`src/rtl/pk_microseq_pkg.sv`:
```
package pk_microseq_pkg;

   // host byte addresses
   localparam logic [12:0] IMEM_BASE = 13'h1100;
   localparam logic [12:0] CMD_ADDR  = 13'h1FD4;
   localparam logic [12:0] IEN_ADDR  = 13'h1FDC;

   // bit positions
   localparam int CMD_OFS_LSB  = 2;
   localparam int ST_IDLE_BIT  = 15;
   localparam int ST_CARRY_BIT = 3;
   localparam int ST_ERR_BIT   = 1;
   localparam int IEN_IDLE_BIT = 15;

   // control-flow opcodes handled locally
   localparam logic [4:0] OP_BRANCH = 5'd15;
   localparam logic [4:0] OP_CALL   = 5'd16;
   localparam logic [4:0] OP_RET    = 5'd17;

   typedef enum logic [1:0] {
      S_IDLE  = 2'd0,
      S_FETCH = 2'd1,
      S_ISSUE = 2'd2,
      S_WAIT  = 2'd3
   } seq_state_e;

   typedef struct packed {
      logic        last;
      logic [4:0]  op;
      logic [4:0]  rd;
      logic [4:0]  ra;
      logic [4:0]  rb;
      logic [4:0]  rm;
      logic [15:0] len;
   } instr_t;

   function automatic instr_t split_word(input logic [31:0] w);
      instr_t r;
      r.last = w[31];
      r.op   = w[30:26];
      r.rd   = w[25:21];
      r.ra   = w[20:16];
      r.rb   = w[15:11];
      r.rm   = w[10:6];
      r.len  = w[15:0];
      return r;
   endfunction

   function automatic logic is_flow_op(input logic [4:0] op);
      return (op == OP_BRANCH) || (op == OP_CALL) || (op == OP_RET);
   endfunction

endpackage

```
`src/rtl/pk_microseq_imem.sv`:
```
module pk_microseq_imem #(
   parameter int WORDS = 128,
   parameter int WIDTH = 32,
   localparam int AW   = $clog2(WORDS)
) (
   input  logic             clk,
   input  logic             we,
   input  logic [AW-1:0]    waddr,
   input  logic [WIDTH-1:0] wdata,
   input  logic             re,
   input  logic [AW-1:0]    raddr,
   output logic [WIDTH-1:0] rdata
);

   logic [WIDTH-1:0] store_q [WORDS];

   always_ff @(posedge clk) begin
      if (we) begin
         store_q[waddr] <= wdata;
      end
   end

   always_ff @(posedge clk) begin
      if (re) begin
         rdata <= store_q[raddr];
      end
   end

endmodule

```
`src/rtl/pk_microseq_rstack.sv`:
```
module pk_microseq_rstack #(
   parameter int DEPTH = 4,
   parameter int AW    = 7,
   localparam int CW   = $clog2(DEPTH + 1)
) (
   input  logic          clk,
   input  logic          rst_n,
   input  logic          clr,
   input  logic          push,
   input  logic          pop,
   input  logic [AW-1:0] push_data,
   output logic [AW-1:0] top_data,
   output logic          full,
   output logic          empty
);

   logic [CW-1:0] fill_q;
   logic [AW-1:0] slot_q [DEPTH];

   always_ff @(posedge clk or negedge rst_n) begin
      if (!rst_n) begin
         fill_q <= '0;
      end else if (clr) begin
         fill_q <= '0;
      end else if (push && !full) begin
         fill_q <= fill_q + CW'(1);
      end else if (pop && !empty) begin
         fill_q <= fill_q - CW'(1);
      end
   end

   for (genvar i = 0; i < DEPTH; i++) begin : g_slot
      always_ff @(posedge clk) begin
         if (!clr && push && (fill_q == CW'(i))) begin
            slot_q[i] <= push_data;
         end
      end
   end

   always_comb begin
      top_data = '0;
      for (int i = 0; i < DEPTH; i++) begin
         if (fill_q == CW'(i + 1)) begin
            top_data = slot_q[i];
         end
      end
   end

   assign full  = (fill_q == CW'(DEPTH));
   assign empty = (fill_q == '0);

endmodule

```
`src/rtl/pk_microseq_ctrl.sv`:
```
module pk_microseq_ctrl
   import pk_microseq_pkg::*;
#(
   parameter int PC_W = 7
) (
   input  logic            clk,
   input  logic            rst_n,
   input  logic            cmd_go,
   input  logic [PC_W-1:0] cmd_ofs,
   input  logic [31:0]     ir_word,
   output logic            fetch_en,
   output logic [PC_W-1:0] fetch_addr,
   output logic            stk_clr,
   output logic            stk_push,
   output logic            stk_pop,
   output logic [PC_W-1:0] stk_wdata,
   input  logic [PC_W-1:0] stk_top,
   input  logic            stk_full,
   input  logic            stk_empty,
   output logic            ex_valid,
   input  logic            ex_ready,
   input  logic            ex_done,
   output instr_t          ex_instr,
   output logic            idle,
   output logic            err
);

   seq_state_e      state_q, state_d;
   logic [PC_W-1:0] pc_q, pc_d;
   logic            err_q, err_d;
   instr_t          ir;
   logic [PC_W-1:0] pc_inc;
   logic [PC_W-1:0] target;
   seq_state_e      after_flow;

   assign ir         = split_word(ir_word);
   assign pc_inc     = pc_q + PC_W'(1);
   assign target     = ir.len[PC_W-1:0];
   assign after_flow = ir.last ? S_IDLE : S_FETCH;

   always_comb begin
      state_d   = state_q;
      pc_d      = pc_q;
      err_d     = err_q;
      stk_clr   = 1'b0;
      stk_push  = 1'b0;
      stk_pop   = 1'b0;
      stk_wdata = pc_inc;
      ex_valid  = 1'b0;
      case (state_q)
         S_IDLE: begin
            if (cmd_go) begin
               state_d = S_FETCH;
               pc_d    = cmd_ofs;
               err_d   = 1'b0;
               stk_clr = 1'b1;
            end
         end
         S_FETCH: begin
            state_d = S_ISSUE;
         end
         S_ISSUE: begin
            if (is_flow_op(ir.op)) begin
               case (ir.op)
                  OP_BRANCH: begin
                     pc_d    = target;
                     state_d = after_flow;
                  end
                  OP_CALL: begin
                     if (stk_full) begin
                        state_d = S_IDLE;
                        err_d   = 1'b1;
                     end else begin
                        stk_push = 1'b1;
                        pc_d     = target;
                        state_d  = after_flow;
                     end
                  end
                  default: begin
                     if (stk_empty) begin
                        state_d = S_IDLE;
                        err_d   = 1'b1;
                     end else begin
                        stk_pop = 1'b1;
                        pc_d    = stk_top;
                        state_d = after_flow;
                     end
                  end
               endcase
            end else begin
               ex_valid = 1'b1;
               if (ex_ready) begin
                  state_d = S_WAIT;
                  pc_d    = pc_inc;
               end
            end
         end
         S_WAIT: begin
            if (ex_done) begin
               state_d = ir.last ? S_IDLE : S_FETCH;
            end
         end
         default: state_d = S_IDLE;
      endcase
   end

   always_ff @(posedge clk or negedge rst_n) begin
      if (!rst_n) begin
         state_q <= S_IDLE;
         pc_q    <= '0;
         err_q   <= 1'b0;
      end else begin
         state_q <= state_d;
         pc_q    <= pc_d;
         err_q   <= err_d;
      end
   end

   assign fetch_en   = (state_q == S_FETCH);
   assign fetch_addr = pc_q;
   assign ex_instr   = ir;
   assign idle       = (state_q == S_IDLE);
   assign err        = err_q;

endmodule

```
`src/rtl/pk_microseq.sv`:
```
module pk_microseq
   import pk_microseq_pkg::*;
#(
   parameter int IMEM_WORDS  = 128,
   parameter int STACK_DEPTH = 4
) (
   input  logic        clk,
   input  logic        rst_n,
   input  logic        host_wr,
   input  logic [12:0] host_addr,
   input  logic [31:0] host_wdata,
   output logic [31:0] stat_word,
   output logic        irq,
   output logic        ex_valid,
   input  logic        ex_ready,
   output logic [4:0]  ex_op,
   output logic [4:0]  ex_rd,
   output logic [4:0]  ex_ra,
   output logic [4:0]  ex_rb,
   output logic [4:0]  ex_rm,
   output logic [15:0] ex_len,
   input  logic        ex_done,
   input  logic        ex_carry
);

   localparam int PC_W      = $clog2(IMEM_WORDS);
   localparam int WIN_BYTES = 4 * IMEM_WORDS;

   if (IMEM_WORDS != (1 << PC_W)) begin : g_bad_words
      $error("IMEM_WORDS must be a power of two");
   end
   if (PC_W > 7 || PC_W < 1) begin : g_bad_span
      $error("IMEM_WORDS must lie between 2 and 128");
   end
   if (STACK_DEPTH < 1) begin : g_bad_depth
      $error("STACK_DEPTH must be at least one");
   end

   logic            imem_hit;
   logic [12:0]     imem_off;
   logic [PC_W-1:0] imem_widx;
   logic            cmd_go;
   logic [PC_W-1:0] cmd_ofs;
   logic            fetch_en;
   logic [PC_W-1:0] fetch_addr;
   logic [31:0]     ir_word;
   logic            stk_clr, stk_push, stk_pop, stk_full, stk_empty;
   logic [PC_W-1:0] stk_wdata, stk_top;
   instr_t          cur;
   logic            idle, err;
   logic            ien_q;
   logic            carry_q;

   assign imem_off  = host_addr - IMEM_BASE;
   assign imem_hit  = host_wr && (host_addr >= IMEM_BASE)
                      && ({1'b0, imem_off} < 14'(WIN_BYTES))
                      && (host_addr[1:0] == 2'b00);
   assign imem_widx = imem_off[PC_W+1:2];
   assign cmd_go    = host_wr && (host_addr == CMD_ADDR);
   assign cmd_ofs   = host_wdata[CMD_OFS_LSB +: PC_W];

   pk_microseq_imem #(
      .WORDS (IMEM_WORDS),
      .WIDTH (32)
   ) imem_i (
      .clk   (clk),
      .we    (imem_hit),
      .waddr (imem_widx),
      .wdata (host_wdata),
      .re    (fetch_en),
      .raddr (fetch_addr),
      .rdata (ir_word)
   );

   pk_microseq_rstack #(
      .DEPTH (STACK_DEPTH),
      .AW    (PC_W)
   ) rstack_i (
      .clk       (clk),
      .rst_n     (rst_n),
      .clr       (stk_clr),
      .push      (stk_push),
      .pop       (stk_pop),
      .push_data (stk_wdata),
      .top_data  (stk_top),
      .full      (stk_full),
      .empty     (stk_empty)
   );

   pk_microseq_ctrl #(
      .PC_W (PC_W)
   ) ctrl_i (
      .clk        (clk),
      .rst_n      (rst_n),
      .cmd_go     (cmd_go),
      .cmd_ofs    (cmd_ofs),
      .ir_word    (ir_word),
      .fetch_en   (fetch_en),
      .fetch_addr (fetch_addr),
      .stk_clr    (stk_clr),
      .stk_push   (stk_push),
      .stk_pop    (stk_pop),
      .stk_wdata  (stk_wdata),
      .stk_top    (stk_top),
      .stk_full   (stk_full),
      .stk_empty  (stk_empty),
      .ex_valid   (ex_valid),
      .ex_ready   (ex_ready),
      .ex_done    (ex_done),
      .ex_instr   (cur),
      .idle       (idle),
      .err        (err)
   );

   always_ff @(posedge clk or negedge rst_n) begin
      if (!rst_n) begin
         ien_q   <= 1'b0;
         carry_q <= 1'b0;
      end else begin
         carry_q <= ex_carry;
         if (host_wr && (host_addr == IEN_ADDR)) begin
            ien_q <= host_wdata[IEN_IDLE_BIT];
         end
      end
   end

   always_comb begin
      stat_word               = '0;
      stat_word[ST_IDLE_BIT]  = idle;
      stat_word[ST_CARRY_BIT] = carry_q;
      stat_word[ST_ERR_BIT]   = err;
   end

   assign irq    = idle && ien_q;
   assign ex_op  = cur.op;
   assign ex_rd  = cur.rd;
   assign ex_ra  = cur.ra;
   assign ex_rb  = cur.rb;
   assign ex_rm  = cur.rm;
   assign ex_len = cur.len;

endmodule

```
`config.mk`:
```
export PLATFORM = sky130hd
export DESIGN_NAME = pk_microseq
export DESIGN_NICKNAME = d
export VERILOG_FILES = /design/src/rtl/pk_microseq_pkg.sv /design/src/rtl/pk_microseq_imem.sv /design/src/rtl/pk_microseq_rstack.sv /design/src/rtl/pk_microseq_ctrl.sv /design/src/rtl/pk_microseq.sv
export SDC_FILE = /design/constraint.sdc
export NUM_CORES = 2
export LEC_CHECK = 0
export BUFFER_PORTS_ARGS = -buffer_cell sky130_fd_sc_hd__buf_2
export CORE_MARGIN = 5
export CORE_UTILIZATION = 38
export DETAILED_ROUTE_END_ITERATION = 16
export SETUP_SLACK_MARGIN = 0.5
export SLEW_MARGIN = 20
export SYNTH_ARGS = -nofsm -noshare
export SYNTH_HDL_FRONTEND = slang
export SYNTH_MEMORY_MAX_BITS = 65536
export SYNTH_SLANG_ARGS = --single-unit
```
`constraint.sdc`:
```
create_clock -name clk -period 2.6 [get_ports clk]
set_clock_uncertainty 0.15 [all_clocks]
set_input_delay 0.13 -clock clk [delete_from_list [all_inputs] [get_ports clk]]
set_output_delay 0.13 -clock clk [all_outputs]
set_load 0.01 [all_outputs]
```
Yosys cells after proc, flatten, opt, wreduce, memory -nomap -nowiden
Memory sizes are Yosys's and may differ from the RTL's. A register that Yosys moved wholly into a read port is not among the register bits.
Index checks and enable logic that the tools add are counted.
W data, S select, Z words.
- flip-flop bits (word level): 15
- bits in writable memories: 4124
- bits of input ports: 51
- output and inout port bits: 75
- logic and storage cells: 125
- memories: 2
- memory list (name ; words ; width ; rd ports ; clocked after Yosys merged registers in ; wr ports ; RTL line ; text):
    imem_i.store_q ; 128 ; 32 ; 1 ; 1 ; 1 ; pk_microseq_imem.sv:15 ; logic [WIDTH-1:0] store_q [WORDS];
    rstack_i.slot_q ; 4 ; 7 ; 4 ; 0 ; 1 ; pk_microseq_rstack.sv:18 ; logic [AW-1:0] slot_q [DEPTH];
- add/sub/neg operators: 4
- $lt $le $gt $ge: 2
- equality and inequality tests: 21
- muxes and demuxes: 60
- reduce and logical (&&, ||, !) cells: 30
- operator list (kind ; number):
    $mux W7 ; 12
    $mux W1 ; 30
    $pmux W7 S2 ; 2
    $eq A13 B13 Y1 const B ; 2
    $reduce_or A7 Y1 ; 3
    $mux W2 ; 9
    $ge A13 B13 Y1 const B ; 1
    $logic_and A1 B1 Y1 ; 13
    $lt A13 B10 Y1 const B ; 1
    $sub A13 B13 Y13 const B ; 1
    $eq A5 B5 Y1 const B ; 2
    $mux W3 ; 3
    $pmux W2 S4 ; 1
    $add A7 B1 Y7 const B ; 1
    $eq A3 B2 Y1 const B ; 2
    $ne A2 B2 Y1 const B ; 3
    $ne A3 B2 Y1 const B ; 2
    $reduce_and A6 Y1 ; 1
    $eq A5 B4 Y1 const B ; 1
    $ne A5 B3 Y1 const B ; 1
    $reduce_and A5 Y1 ; 1
    $eq A2 B2 Y1 const B ; 2
    $logic_not A2 Y1 ; 2
    $ne A4 B4 Y1 const B ; 1
    other kinds (16) ; 20

Longest topological paths before layout
- depth after elaboration: 13
- mapped depth: 11
- mapped depth without buffers: 8

Hierarchy
A second synthesis with hierarchy kept.
- cells, all modules: 6298
- area, all modules: 159631.8 um^2
- modules (own cells, without submodules) (module ; instances ; cells an instance ; area an instance (um^2) ; sequential area each (um^2)):
    pk_microseq_imem ; 1 ; 5990 ; 156596.4 ; 123958.9
    pk_microseq_rstack ; 1 ; 127 ; 1465.2 ; 915.9
    pk_microseq_ctrl ; 1 ; 128 ; 1141.1 ; 250.2
    pk_microseq ; 1 ; 53 ; 429.2 ; 50.0

Least setup slack after synthesis
Ideal clock, no wire load.
- kind: input to register
- start point: input host_addr[8]
- end point: memory imem_i.store_q[62][0] (enable)
- setup time: 0.421 ns
- arrival time: 3.276 ns
- data required time: 2.029 ns
- path slack: -1.248 ns
- stages on the path: 10
- path buffers: 2
- cells stage by stage: clkbuf_1 > inv_1 > ha_1 > or2_2 > o21ai_0 > mux2i_1 > and4bb_2 > nand3_1 > clkbuf_1 > nor2_1
- word-level cells in the longest chain between the ends: 6
- elaborated cells between the ends (all ways): 8
- classes of those cells: add/sub: 1; order compare: 2; mux: 2; reduce/logical: 3
- ends and longest elaborated chain (what ; RTL line ; text):
    start, declared ; pk_microseq.sv:10 ; input logic [12:0] host_addr,
    $sub A13 B13 Y13 / $ge A13 B13 Y1 (equally long branches) ; pk_microseq.sv:54, pk_microseq.sv:55 ;
    $lt A13 B10 Y1 / $logic_and A1 B1 Y1 (equally long branches) ; pk_microseq.sv:56, pk_microseq.sv:55 ;
    $logic_and A1 B1 Y1 ; pk_microseq.sv:56 ; && ({1'b0, imem_off} < 14'(WIN_BYTES))
    $logic_and A1 B1 Y1 ; pk_microseq.sv:57 ; && (host_addr[1:0] == 2'b00);
    $mux W1 ; pk_microseq_imem.sv:18 ; if (we) begin
    $mux W1 (not written as such) ; pk_microseq_imem.sv:19 ; store_q[waddr] <= wdata;
    end, declared ; pk_microseq_imem.sv:15 ;
Several ways; a longest one is shown, not always the timed one.

==> results.cfg <==
[outcome]
status = complete, but fails checks
failed_checks = setup timing

[sta]
timing.final.crit_share_pct = 125.5
fin_crit_ns = 3.264
final_hold_viol_count = 0
rsz0062_at_grt = true
setup_ws_ns = -0.6641
tightest_slew_ns = 1.109
max_freq_mhz = 306.4
max_slew_margin_pct = 26.05
slew_violations = 0
finalSetupViolCount = 35

[floorplan]
die_area_um2 = 436000
num_rows = 238
die_height_um = 660.3
die_x_um = 660.3
start_util_pct = 38.19
core_area_um2 = 420800
io_pins = 126

[setup_path]
crit_path_end_kind = register
path_class = register to register
required_ns = 3.17
arrival_ns = 3.83
worstSetupStartpointType = register
worstPathMaxFanout = 6

[power]
power_mw = 221.0
leakagePower_nw = 67.14
ir_worst_vdd_mv = 0.6574
power.density_nw_per_um2 = 1091

[yosys]
ys_types = 58
synth-edff-count = 4156
synth_seq_cells = 4171
synthFlopType = edfxtp_1
synth.top_cell.area_share_pct = 77.66
yosysTopAreaCell = edfxtp_1
yosysWarnings = 0
seq_area_frac_synth_pct = 77.89
synth.cell_area_um2 = 160700
syn_avg_cell_area_um2 = 21.22
synth_area_leaders = edfxtp_1 78%, mux4_2 10%, mux2i_1 5.3%
syn_inst = 7575
synthArstFlopShare_pct = 0.3596

[routing]
via_per_inst = 5.690
first_pass_iters = 6
num_vias = 86650
drtIter0Drc = 11690
drc = 0
antenna_left = 0
totalWireLength_um = 490800
wl_per_cell_um = 32.23

[cells_and_area]
syn_to_final_growth_pct = 26.02
layout.nets = 9289
drive_above_1_share_pct = 36.84
fillers = 33790

[global_route]
grt_max_degree = 129
grt_pass1_vias = 85840
grt_pass1_wl_um = 678400
grt-ovfl-total = 0
grtUsageTotal_pct = 21.94
antenna_found_initial = 28

[clock_tree]
numCtsBuffers = 418
clockBufferDepth = 4
clock_sinks = 4171
cts_root_buffer = clkbuf_16
cts_tree = done
clk_pin_slew_ns = 0.07
cts_max_level = 5
worst_skew_pair.late_latency_ns = 1.01

[placement]
port_buffers = 96
dp_slack_ns = -1.630
gp_congestion = 0.8896
place_hpwl_um = 309500

[run]
drv_cap = 0

[hold_path]
hp-class = primary input to register
## worst paths after layout
path	start	slack, ns	endpoint	cells after the start
hold / removal	host_addr[1]	0.03	imem_i.store_q[88][24]	7
min in group asynchronous	rst_n	0.27	ctrl_i.fetch_addr[2]	4
setup reg to reg	ctrl_i.fetch_addr[0]	-0.66	imem_i.rdata[31]	11
hold reg to reg	ien_q	0.40	ien_q	1
max in group asynchronous	rst_n	1.80	carry_q	4
setup / recovery	ctrl_i.fetch_addr[0]	-0.66	imem_i.rdata[31]	11
## registers in the layout, indices dropped and copies added, names as in the netlist, 2 cells and up
signal and flops:
ctrl_i.fetch_addr 7, ctrl_i.state_q 2, imem_i.rdata 32, imem_i.store_q 4096, rstack_i.fill_q 3, rstack_i.slot_q 28
## report_power, final
| group | leakage [nW] | switching [mW] | internal, mW | total [mW] |
|---|---|---|---|---|
| combinational | 23.2 | 45.5 | 41.2 | 86.8 |
| clock | 6.41 | 25.6 | 33.1 | 58.7 |
| sequential | 37.5 | 0.752 | 74.8 | 75.5 |
## critical path, cell delays in order, from the launching register on
cell and delay, ns:
dfrtp_4 0.51, buf_12 0.16, buf_12 0.15, buf_16 0.14, buf_12 0.13, mux4_2 0.42
mux2i_1 0.14, buf_4 0.17, o211ai_1 0.39, a211oi_2 0.34, buf_4 0.22, nor2_1 0.05
## Yosys cell counts (all sizes together), types with 2 or more instances
| cell | instances |
|---|---|
| a211oi | 64 |
| a21oi | 142 |
| a221o | 4 |
| a221oi | 102 |
| a22o | 2 |
| a22oi | 151 |
| a31oi | 66 |
| and2 | 6 |
| and3 | 5 |
| and4b | 3 |
| buf | 341 |
| clkbuf | 164 |
| dfrtp | 15 |
| edfxtp | 4156 |
| ha | 9 |
| inv | 13 |
| mux2 | 10 |
| mux2i | 857 |
| mux4 | 746 |
| nand2 | 135 |
| nand2b | 4 |
| nand3 | 66 |
| nand3b | 5 |
| nand4 | 3 |
| nor2 | 186 |
| nor2b | 12 |
| nor3 | 4 |
| o211ai | 34 |
| o21a | 3 |
| o21ai | 175 |
| o21bai | 2 |
| o22ai | 67 |
| or2 | 2 |
| or3 | 2 |
| xnor2 | 4 |
| xor2 | 2 |
## layer usage
metal	GRT usage [%]	part of all wire (%)	up-vias
met5	0	0.0096	-
met3	3.815	9.0	737
met2	35.33	48	4310
met1	30.28	39	46590
met4	7.606	4.1	8
li1	-	-	35000
## metrics by stage
stage / utilization [%] / hold slack [ns] / std cells / TNS (ns) / instance area [um2]
3_5_place_dp: 43.15 / 0.03328 / 14110 / -115.12 / 181600
4_1_cts: 47.68 / 0.004275 / 15150 / -16.23 / 200600
3_3_place_gp: 43.14 / 0.03234 / 14110 / -49.27 / 181500
6_report: 48.13 / 0.02678 / 15230 / -17.07 / 202500
5_1_grt: 48.12 / 0.01621 / 15220 / -18.47 / 202500
2_1_floorplan: - / -0.3156 / 7603 / -295.45 / 162000
## what timing repair did
action | 4_1_cts | 5_1_grt
pin swaps | 103 | 94
hold buffers | 59 | 0
endpoints found under the setup margin | 134 | 106
buffers inserted | 178 | 64
gates cloned | 33 | 6
endpoints found under the hold margin | 4844 | 0
gates resized for setup | 614 | 245
## cell families (layout without fill, tap and decap cells)
kind of cell | Yosys count | count (layout) | synth area share, %
flops | 4171 | 4171 | 77.89
mux | 1613 | 1613 | 15.86
compound gates | 817 | 817 | 3.316
buf+inv | 518 | 2490 | 1.618
simple gates | 440 | 441 | 1.205
fa+ha+maj | 9 | 9 | 0.07007
xor+xnor | 6 | 6 | 0.03270
other cells | 1 | 40 | 0.002333
## area by class of cell
class	instances	area, um2	share of cell area [%]
multi-input combinational	2915	36860	18.20
inverter	13	61.31	0.03027
antenna	11	27.53	0.01359
sequential	4171	125200	61.82
clock inverter	259	2317	1.144
clock buffer	508	10880	5.374
tap	5640	7057	3.485
timing repair buffer	1710	20100	9.927
## cells in the final DEF (no fill, tap or decap), types with 72 or more instances in the layout
cell       netlist  layout
buf_4           90     970
edfxtp_1      4156    4156
buf_12           0     400
a22oi_1        151     132
clkbuf_16        0     428
nor2_4           0     135
clkinv_1         0     109
a221oi_1       102      73
nand2_1        135     126
clkinv_2         0      72
a21oi_1        142     132
mux4_2         746     746
clkbuf_1       163      86
mux2i_1        856     780
buf_6            6     115
o21ai_0        154      75
(Power assumes the default switching activity.)
